--- src/rtl/blk_xfer_seq.sv ---
module blk_xfer_seq #(
  parameter int AW   = 32,
  parameter int NREG = 16,
  localparam int IW  = $clog2(NREG),
  localparam int CW  = $clog2(NREG + 1)
) (
  input  logic          clk,
  input  logic          rst_n,
  input  logic          start_valid,
  output logic          start_ready,
  input  logic          start_load,
  input  logic [2:0]    start_mode,
  input  logic          start_wback,
  input  logic [AW-1:0] start_base,
  input  logic [NREG-1:0] start_list,
  output logic          req_valid,
  input  logic          req_ready,
  output logic [AW-1:0] req_addr,
  output logic [IW-1:0] req_idx,
  output logic          done,
  output logic          wb_en,
  output logic [AW-1:0] wb_base
);

  localparam logic [AW-1:0] WORD = AW'(4);

  function automatic logic [CW-1:0] popc(input logic [NREG-1:0] v);
    logic [CW-1:0] c;
    c = '0;
    for (int i = 0; i < NREG; i++) c = c + CW'(v[i]);
    return c;
  endfunction

  function automatic logic [IW-1:0] lowest(input logic [NREG-1:0] v);
    logic [IW-1:0] r;
    r = '0;
    for (int i = NREG - 1; i >= 0; i--) if (v[i]) r = IW'(i);
    return r;
  endfunction

  logic [NREG-1:0] list_q;
  logic [AW-1:0]   addr_q, wbv_q;
  logic            busy_q, done_q, wbe_q;

  // bit1: decrement, bit0: before
  logic [1:0] bmode;
  assign bmode = !start_mode[2] ? start_mode[1:0] :
                 start_load     ? start_mode[1:0] : ~start_mode[1:0];

  logic [AW-1:0] span, first_addr;
  logic          nonempty, fire, step, last;
  assign span     = AW'(popc(start_list)) << 2;
  assign nonempty = |start_list;
  assign fire     = start_valid && !busy_q;
  assign step     = busy_q && req_ready;
  assign last     = (list_q & (list_q - 1'b1)) == '0;

  always_comb begin
    case (bmode)
      2'd0:    first_addr = start_base;
      2'd1:    first_addr = start_base + WORD;
      2'd2:    first_addr = start_base - span + WORD;
      default: first_addr = start_base - span;
    endcase
  end

  always_ff @(posedge clk or negedge rst_n) begin
    if (!rst_n) begin
      list_q <= '0;
      addr_q <= '0;
      wbv_q  <= '0;
      busy_q <= 1'b0;
      done_q <= 1'b0;
      wbe_q  <= 1'b0;
    end else begin
      done_q <= 1'b0;
      if (fire) begin
        list_q <= start_list;
        addr_q <= first_addr;
        busy_q <= nonempty;
        done_q <= !nonempty;
        wbe_q  <= start_wback && nonempty;
        wbv_q  <= !nonempty ? start_base :
                  bmode[1]  ? start_base - span : start_base + span;
      end else if (step) begin
        list_q <= list_q & (list_q - 1'b1);
        addr_q <= addr_q + WORD;
        if (last) begin
          busy_q <= 1'b0;
          done_q <= 1'b1;
        end
      end
    end
  end

  assign start_ready = !busy_q;
  assign req_valid   = busy_q;
  assign req_addr    = addr_q;
  assign req_idx     = lowest(list_q);
  assign done        = done_q;
  assign wb_en       = done_q && wbe_q;
  assign wb_base     = wbv_q;

  a_r6_addr_step: assert property (@(posedge clk) disable iff (!rst_n)
    (req_valid && req_ready) |=> (!req_valid || req_addr == $past(req_addr) + WORD));

  a_r6_idx_rise: assert property (@(posedge clk) disable iff (!rst_n)
    (req_valid && req_ready) |=> (!req_valid || req_idx > $past(req_idx)));

  a_r7_hold: assert property (@(posedge clk) disable iff (!rst_n)
    (req_valid && !req_ready) |=> (req_valid && $stable(req_addr) && $stable(req_idx)));

  a_r8_done_idle: assert property (@(posedge clk) disable iff (!rst_n)
    done |-> (!req_valid && start_ready));

  a_r10_empty: assert property (@(posedge clk) disable iff (!rst_n)
    (start_valid && start_ready && start_list == '0) |=> (done && !req_valid && !wb_en));

endmodule

--- config.mk ---
export PLATFORM = sky130hd
export DESIGN_NAME = blk_xfer_seq
export DESIGN_NICKNAME = d
export VERILOG_FILES = /design/src/rtl/blk_xfer_seq.sv
export SDC_FILE = /design/constraint.sdc
export NUM_CORES = 1
export LEC_CHECK = 0
export ABC_AREA = 1
export BUFFER_PORTS_ARGS = -buffer_cell sky130_fd_sc_hd__buf_4
export CAP_MARGIN = 5
export CORE_ASPECT_RATIO = 0.75
export CORE_MARGIN = 8
export CORE_UTILIZATION = 60
export CTS_CLUSTER_SIZE = 20
export DETAILED_ROUTE_END_ITERATION = 10
export PLACE_DENSITY = 0.93
export SLEW_MARGIN = 15
export SYNTH_ARGS = -nofsm -noshare
export SYNTH_HDL_FRONTEND = slang
export SYNTH_SLANG_ARGS = --single-unit
--- constraint.sdc ---
create_clock -name clk -period 7.71 [get_ports clk]
set_clock_uncertainty 0.15 [all_clocks]
set_input_delay 0 -clock clk [delete_from_list [all_inputs] [get_ports clk]]
set_output_delay 0 -clock clk [all_outputs]
set_load 0.05 [all_outputs]
==> impl_results.md, run 1 <==
* CP max stage delay at 0.58 ns
* Tcrit/Tclk final at 85.8%
* Adder-cell share of the synthesized area at 5.55%
* Achievable Freq at 151 MHz
* Initial Utilization at 61.2%
* Setup TNS at 0 ns
* Crit path launch type: primary input
* Proportion of layout cells with a drive suffix above 1 at 14.7%
* Htree depth at 3
* Io pins at 129
* Fin. Hold Viols at 1
* Final HPWL DP at 26,100 µm
* CTS Root Buffer Type: clkbuf_16
* Initial antenna violation count at 1
* Via-to-Cell Ratio at 6.17
* First-pass GRT wire length at 56,800 µm
* Area delta synth->final at 18.6%
* Clock slew at reported path FFs at 0.07 ns
* Num CTS Buffers at 9
* Via count at 11,400
* Largest family of logic cells by synthesized area: simple AND/OR/NAND/NOR gates
* Worst r2r dst: wb_base[30]$_DFFE_PN0P_
* 1st-pass router iterations at 6
* Die Footprint at 19,800 µm²
* Site Rows at 39
* CP cell instances: dlygate4sd3_1 -> buf_4 -> inv_1 -> fa_1 -> fa_1 -> fa_1 -> fa_1 -> inv_1 -> ha_1 -> fa_1 -> xor2_1 -> ha_1 -> a21oi_1 -> o21ai_1 -> a21oi_1 -> inv_1 -> nand2_1 -> nor2_1 -> nand4_1 -> nor3_1 -> a31oi_1 -> o21ai_0 -> nand2_1 -> dlygate4sd3_1
* Critical Path AT at 6.71 ns
* Cell mode on critical path: fa_1
* Post-synth top area cell: dfrtp_1
* # DRC at 0
* Core ar. at 15,200 µm²
* Max rail drop VDD at 0.000279 V
* WL/cell at 19.5 µm
* Cts repair resizes at 0
* Reg2Reg Setup Slack at 4.39 ns
* Status: finished with violations
* Largest net degree at the start of global routing at 81
* Final Max Slew Viols at 0
* Min Tclk post-route at 6.61 ns
* Netlist cell types at 53
* Pwr dens at 370 nW/µm²
* Violated checks: hold timing
* Util after Layout at 72.5%
* Placer Congestion at 1.03
* Worst Tran Pin Value at 1.12 ns
* Delay-heaviest family, CP: adder cells
* R2R cell count at 10
* Crit-path max FO at 10
* Die W at 160 µm
* Post-Syn Area at 9290 µm²
* Clk sink count at 83
* Ys async rst share at 100%
* Xor-xnor portion of the synthesized cell area at 3.87%
* Sequential share of the synthesized area at 22.4%
* Clock tree buffer depth at 2
* Mapped Cells at 1,504
* DIE HEIGHT at 124 µm
* Clock latency on the worst-skew pair at 0.36 ns
* Nets at 1,727
* Congestion Overflow GR at 0
* Max Cap Violations at 0
* Beginning of the worst hold path: start_base[16]
* Unrepaired setup endpoints after global routing: no
* Reg-to-reg startpoint: req_valid$_DFFE_PN0P_
* Syn Nets at 1,595
* Mux contribution to synthesized area at 0%
* Avg Cell Area, Syn at 6.17 µm²
* EDFF count, synth at 0
* Crit path required time at 7.80 ns
* Total track usage at 35.9%
* Violation count after the first detailed-routing iteration at 1,722
* Slowest stage cell, crit path: fa_1
* Detail Route Antenna Nets at 0
* Count of input and output buffers at 128
* Final setup fails at 0
* Vias in the first global route at 10,800
* #FFs+latches synth at 83
* Detailed Route WL at 36,000 µm
* P_leak at 5.42 nW
* CP Buf/Inv Count at 6
* Yosys warnings at 0
* CP Capture Type: flop
* Min-Delay Endpoint: wb_base[16]$_DFFE_PN0P_
* Postcts setup bufs at 0
* Hold Path Depth at 3
* Slew HR at 25.0%
* Post-Synth Simple-Gate Area at 38.5%
* Crit path kind: primary input to flop
* Top cell type's share of synthesized area at 22.4%
* Hold/Removal Path Class: primary input to flop
* CTS tree: done
* Top post-synthesis cells by area: dfrtp_1 (22%), nand2_1 (17%), inv_1 (7.4%), nand3_1 (5.9%), o21ai_0 (5.9%)
* Complex-gate fraction of the synthesized area at 18.3%
* Hold Worst Slack at -0.00807 ns
* Inserted Diodes at 0
* Synth Flop Type: dfrtp_1
[flip-flops by register name, indices dropped and copies added, names as in the netlist]
signal,count
req_valid,1
req_addr,32
wbe_q,1
wb_base,32
done,1
list_q,16
[per-stage QoR]
step                power [W]  hold WS [ns]  std cells  setup slack (ns)  area (µm²)
floorplan             0.00275        -0.446       1504              2.63        9290
global placement      0.00345        -0.230       1783              1.92       10200
detailed placement    0.00351        -0.226       1783              1.80       10200
CTS                   0.00399       0.00204       1844              1.27       11000
global route          0.00430        0.0347       1844             0.823       11000
finish                0.00407      -0.00807       1844              1.10       11000
[synth_stat cells (11+ instances only)]
library cell  instances
nand4_1              24
ha_1                 22
nor2_1              136
nor2_4               11
o21ai_0             109
buf_2                14
nor3_1               31
inv_1               184
xor2_1               36
a21oi_1              88
nand2_1             412
a22oi_1              21
o211ai_1             15
clkbuf_1             34
dfrtp_1              83
nand2_2              21
nand3_1             110
fa_1                 12
nor2_2               23
[cell families (layout without fill, tap and decap cells)]
kind of cell,count (synthesis),count (layout)
xor+xnor,41,41
simple gates,798,798
fa+ha+maj,34,34
compound gates,292,292
buf+inv,256,391
flops,83,83
[placed cells by master (no fill, tap or decap), drive strengths merged, types with 3 or more instances in the layout]
| cell type | netlist | layout |
|---|---|---|
| nand2 | 436 | 436 |
| inv | 189 | 188 |
| nor2 | 170 | 170 |
| buf | 30 | 139 |
| o21ai | 119 | 119 |
| nand3 | 118 | 118 |
| a21oi | 94 | 94 |
| dfrtp | 83 | 83 |
| dlygate4sd3 | 0 | 46 |
| xor2 | 36 | 36 |
| nor3 | 34 | 34 |
| nand4 | 24 | 24 |
| ha | 22 | 22 |
| a22oi | 21 | 21 |
| o211ai | 15 | 15 |
| fa | 12 | 12 |
| o22ai | 9 | 9 |
| clkbuf | 34 | 9 |
| a31oi | 8 | 8 |
| nor4 | 7 | 7 |
| clkinv | 3 | 7 |
| a221oi | 5 | 5 |
| xnor2 | 5 | 5 |
| o221ai | 4 | 4 |
| a221o | 4 | 4 |
| o311ai | 3 | 3 |
| a211oi | 3 | 3 |
| or2 | 3 | 3 |
[how the worst max path moves through the flow]
stage | depth (start not counted) | endpoint | from
CTS | 24 | wb_base[30]$_DFFE_PN0P_ | start_list[1]
finish | 24 | wb_base[30]$_DFFE_PN0P_ | start_list[1]
detailed placement | 25 | wb_base[31]$_DFFE_PN0P_ | start_list[3]
floorplan | 25 | req_addr[22]$_DFFE_PN0P_ | start_list[0]
global route | 24 | wb_base[30]$_DFFE_PN0P_ | start_list[1]
global placement | 25 | wb_base[29]$_DFFE_PN0P_ | start_list[0]
[layer usage]
layer / up-vias / wire length [µm] / GRT usage, %
met5: - / 14 / 0
li1: 5183 / - / -
met4: 2 / 1920 / 19.4
met1: 5137 / 13900 / 45.3
met3: 185 / 4570 / 9.48
met2: 867 / 15600 / 56.2
[worst reg2reg max path: stages (launching register included)]
cell and delay, ns:
dfrtp_1 0.44, inv_1 0.11, nand2_2 0.11, inv_1 0.11, buf_4 0.28, nand3_1 0.15
buf_4 0.28, clkinv_1 0.58, a22oi_1 0.36, nand2_1 0.08, dlygate4sd3_1 0.56
[area by class of cell]
class | instances | area [µm²]
tap | 205 | 256
clock inverter | 5 | 56.3
fill | 1323 | 4170
clock buffer | 9 | 225
sequential | 83 | 2080
multi-input combinational | 1165 | 6160
timing repair buffer | 185 | 1520
inverter | 192 | 721
[report_power, final]
part / internal [W] / total, W / switching (W)
logic: 0.000835 / 0.00278 / 0.00194
clock network: 0.000247 / 0.000448 / 0.000201
registers: 0.000636 / 0.000843 / 0.000206
[timing repair]
item / 4_1_cts / 5_1_grt
hold buffers: 47 / 0
endpoints found under the hold margin: 75 / 0
endpoints found under the setup margin: 0 / 0
Power figures use the tool's default switching activity.
==> run 2: changes to the inputs <==
CELL_PAD_IN_SITES_DETAIL_PLACEMENT = 1   (was not set)
CELL_PAD_IN_SITES_GLOBAL_PLACEMENT = 1   (was not set)
CORE_UTILIZATION = 41   (was 60)
PLACE_DENSITY = 0.92   (was 0.93)
clock period = 6.1 ns   (was 7.71 ns; I/O delays follow)
==> impl_results.md, run 2 (same netlist as run 1, synthesis figures left out) <==
* Pwr dens at 471 nW/µm²
* Clock slew at reported path FFs at 0.07 ns
* Worst setup startpoint: start_list[3]
* Largest net degree at the start of global routing at 81
* Count of input and output buffers at 128
* First-pass GRT wire length at 64,700 µm
* Min Tclk post-route at 5.82 ns
* Die Footprint at 27,800 µm²
* Nets at 1,726
* Final HPWL DP at 30,700 µm
* Inserted Diodes at 0
* Detailed Route WL at 40,600 µm
* Congestion Overflow GR at 0
* Critical Path AT at 5.95 ns
* Final setup fails at 0
* CTS tree: done
* Reg-to-reg startpoint: req_valid$_DFFE_PN0P_
* Slew HR at 33.7%
* Initial antenna violation count at 0
* Num CTS Buffers at 9
* Crit path launch type: primary input
* Setup TNS at 0 ns
* Unrepaired setup endpoints after global routing: no
* Most frequent cells in the layout: nand2_1 (411), inv_1 (184), buf_4 (143)
* Fin. Hold Viols at 0
* Commonest non-fill, non-tap cell in the layout: nand2_1
* CP Capture Type: flop
* Via count at 11,300
* Postcts setup bufs at 0
* Clk sink count at 83
* Htree depth at 3
* Final Max Slew Viols at 0
* Area delta synth->final at 20.0%
* CTS Root Buffer Type: clkbuf_16
* Initial Utilization at 41.9%
* P_leak at 5.45 nW
* Die W at 190 µm
* # DRC at 0
* Achievable Freq at 172 MHz
* Final instance area at 11,100 µm²
* Site Rows at 47
* Fillers at 3,011
* Hold/Removal Path Class: primary input to flop
* DIE HEIGHT at 146 µm
* Status: finished clean
* Via-to-Cell Ratio at 5.84
* WL/cell at 21.0 µm
* Area of placed instances at 10,400 µm²
* Max rail drop VDD at 0.000300 V
* 1st-pass router iterations at 5
* Violation count after the first detailed-routing iteration at 1,098
* Hold Worst Slack at 0.0217 ns
* Placer Congestion at 0.952
* Core ar. at 22,200 µm²
* Util after Layout at 50.3%
* Crit path required time at 6.23 ns
* Tcrit/Tclk final at 95.4%
* Total track usage at 28.9%
* Proportion of layout cells with a drive suffix above 1 at 15.2%
* Detail Route Antenna Nets at 0
* Worst Tran Pin Value at 0.994 ns
* Clock latency on the worst-skew pair at 0.36 ns
* Clock tree buffer depth at 2
* Vias in the first global route at 11,700
* Beginning of the worst hold path: start_list[12]
* Crit-path max FO at 12
* Crit path kind: primary input to flop
* Max Cap Violations at 0
* Io pins at 129
[run 2: critical path: stages]
cell and delay, ns:
buf_4 0.11, inv_1 0.14, fa_1 0.49, fa_1 0.56, fa_1 0.44, fa_1 0.50, inv_1 0.06, ha_1 0.21
fa_1 0.42, xor2_1 0.22, ha_1 0.57, nand2_2 0.13, nand3_2 0.23, nand2_1 0.18, o21ai_1 0.31, nand3_1 0.12
nand2_1 0.16, nand2_1 0.10, nor2_2 0.23, nand2_1 0.09, nor2_1 0.15, nand2_1 0.07, nand2_1 0.07, nand3_1 0.06
nand2_1 0.11, nand2_1 0.08, a21oi_1 0.14
[run 2: final timing paths]
| kind | end | slack, ns | cells past startpoint |
|---|---|---|---|
| hold reg to reg | req_addr[1]$_DFFE_PN0P_ | 0.35 | 2 |
| hold / removal | list_q[12]$_DFFE_PN0P_ | 0.02 | 5 |
| max in group asynchronous | req_addr[27]$_DFFE_PN0P_ | 4.46 | 4 |
| setup / recovery | req_addr[30]$_DFFE_PN0P_ | 0.28 | 27 |
| min in group asynchronous | wb_base[6]$_DFFE_PN0P_ | 0.52 | 4 |
| setup reg to reg | wb_base[10]$_DFFE_PN0P_ | 2.93 | 8 |
[run 2: where the power goes]
group	switching (W)	internal (W)	leakage (nW)
registers	0.000261	0.000803	1.00
clock network	0.000280	0.000363	0.160
logic	0.00249	0.00105	4.28
[run 2: area by class of cell]
| class | count | area, µm² | share of cell area [%] |
|---|---|---|---|
| inverter | 192 | 721 | 6.47 |
| clock buffer | 9 | 225 | 2.02 |
| multi-input combinational | 1165 | 6160 | 55.3 |
| tap | 294 | 368 | 3.30 |
| clock inverter | 7 | 100 | 0.898 |
| sequential | 83 | 2080 | 18.6 |
| timing repair buffer | 184 | 1490 | 13.4 |
[run 2: stage by stage]
step | setup WS, ns | total power [W] | instances
2_1_floorplan | 1.02 | 0.00348 | 1504
3_3_place_gp | 0.317 | 0.00440 | 1877
3_5_place_dp | 0.0712 | 0.00452 | 1877
4_1_cts | 0.381 | 0.00521 | 1934
5_1_grt | 0.00818 | 0.00558 | 1934
6_report | 0.281 | 0.00525 | 1934
[run 2: what timing repair did]
item,4_1_cts,5_1_grt
hold buffers,41,0
hold endpoints to repair,76,0
endpoints found under the setup margin,0,1
gates resized for setup,0,1
[run 2: routing by layer]
layer / part of all wire (%) / track usage [%] / up-vias
li1: - / - / 5187
met1: 44 / 37.8 / 5518
met2: 46 / 47.3 / 486
met3: 6.6 / 4.64 / 94
met4: 3.2 / 10.2 / 0
met5: 0 / 0 / -
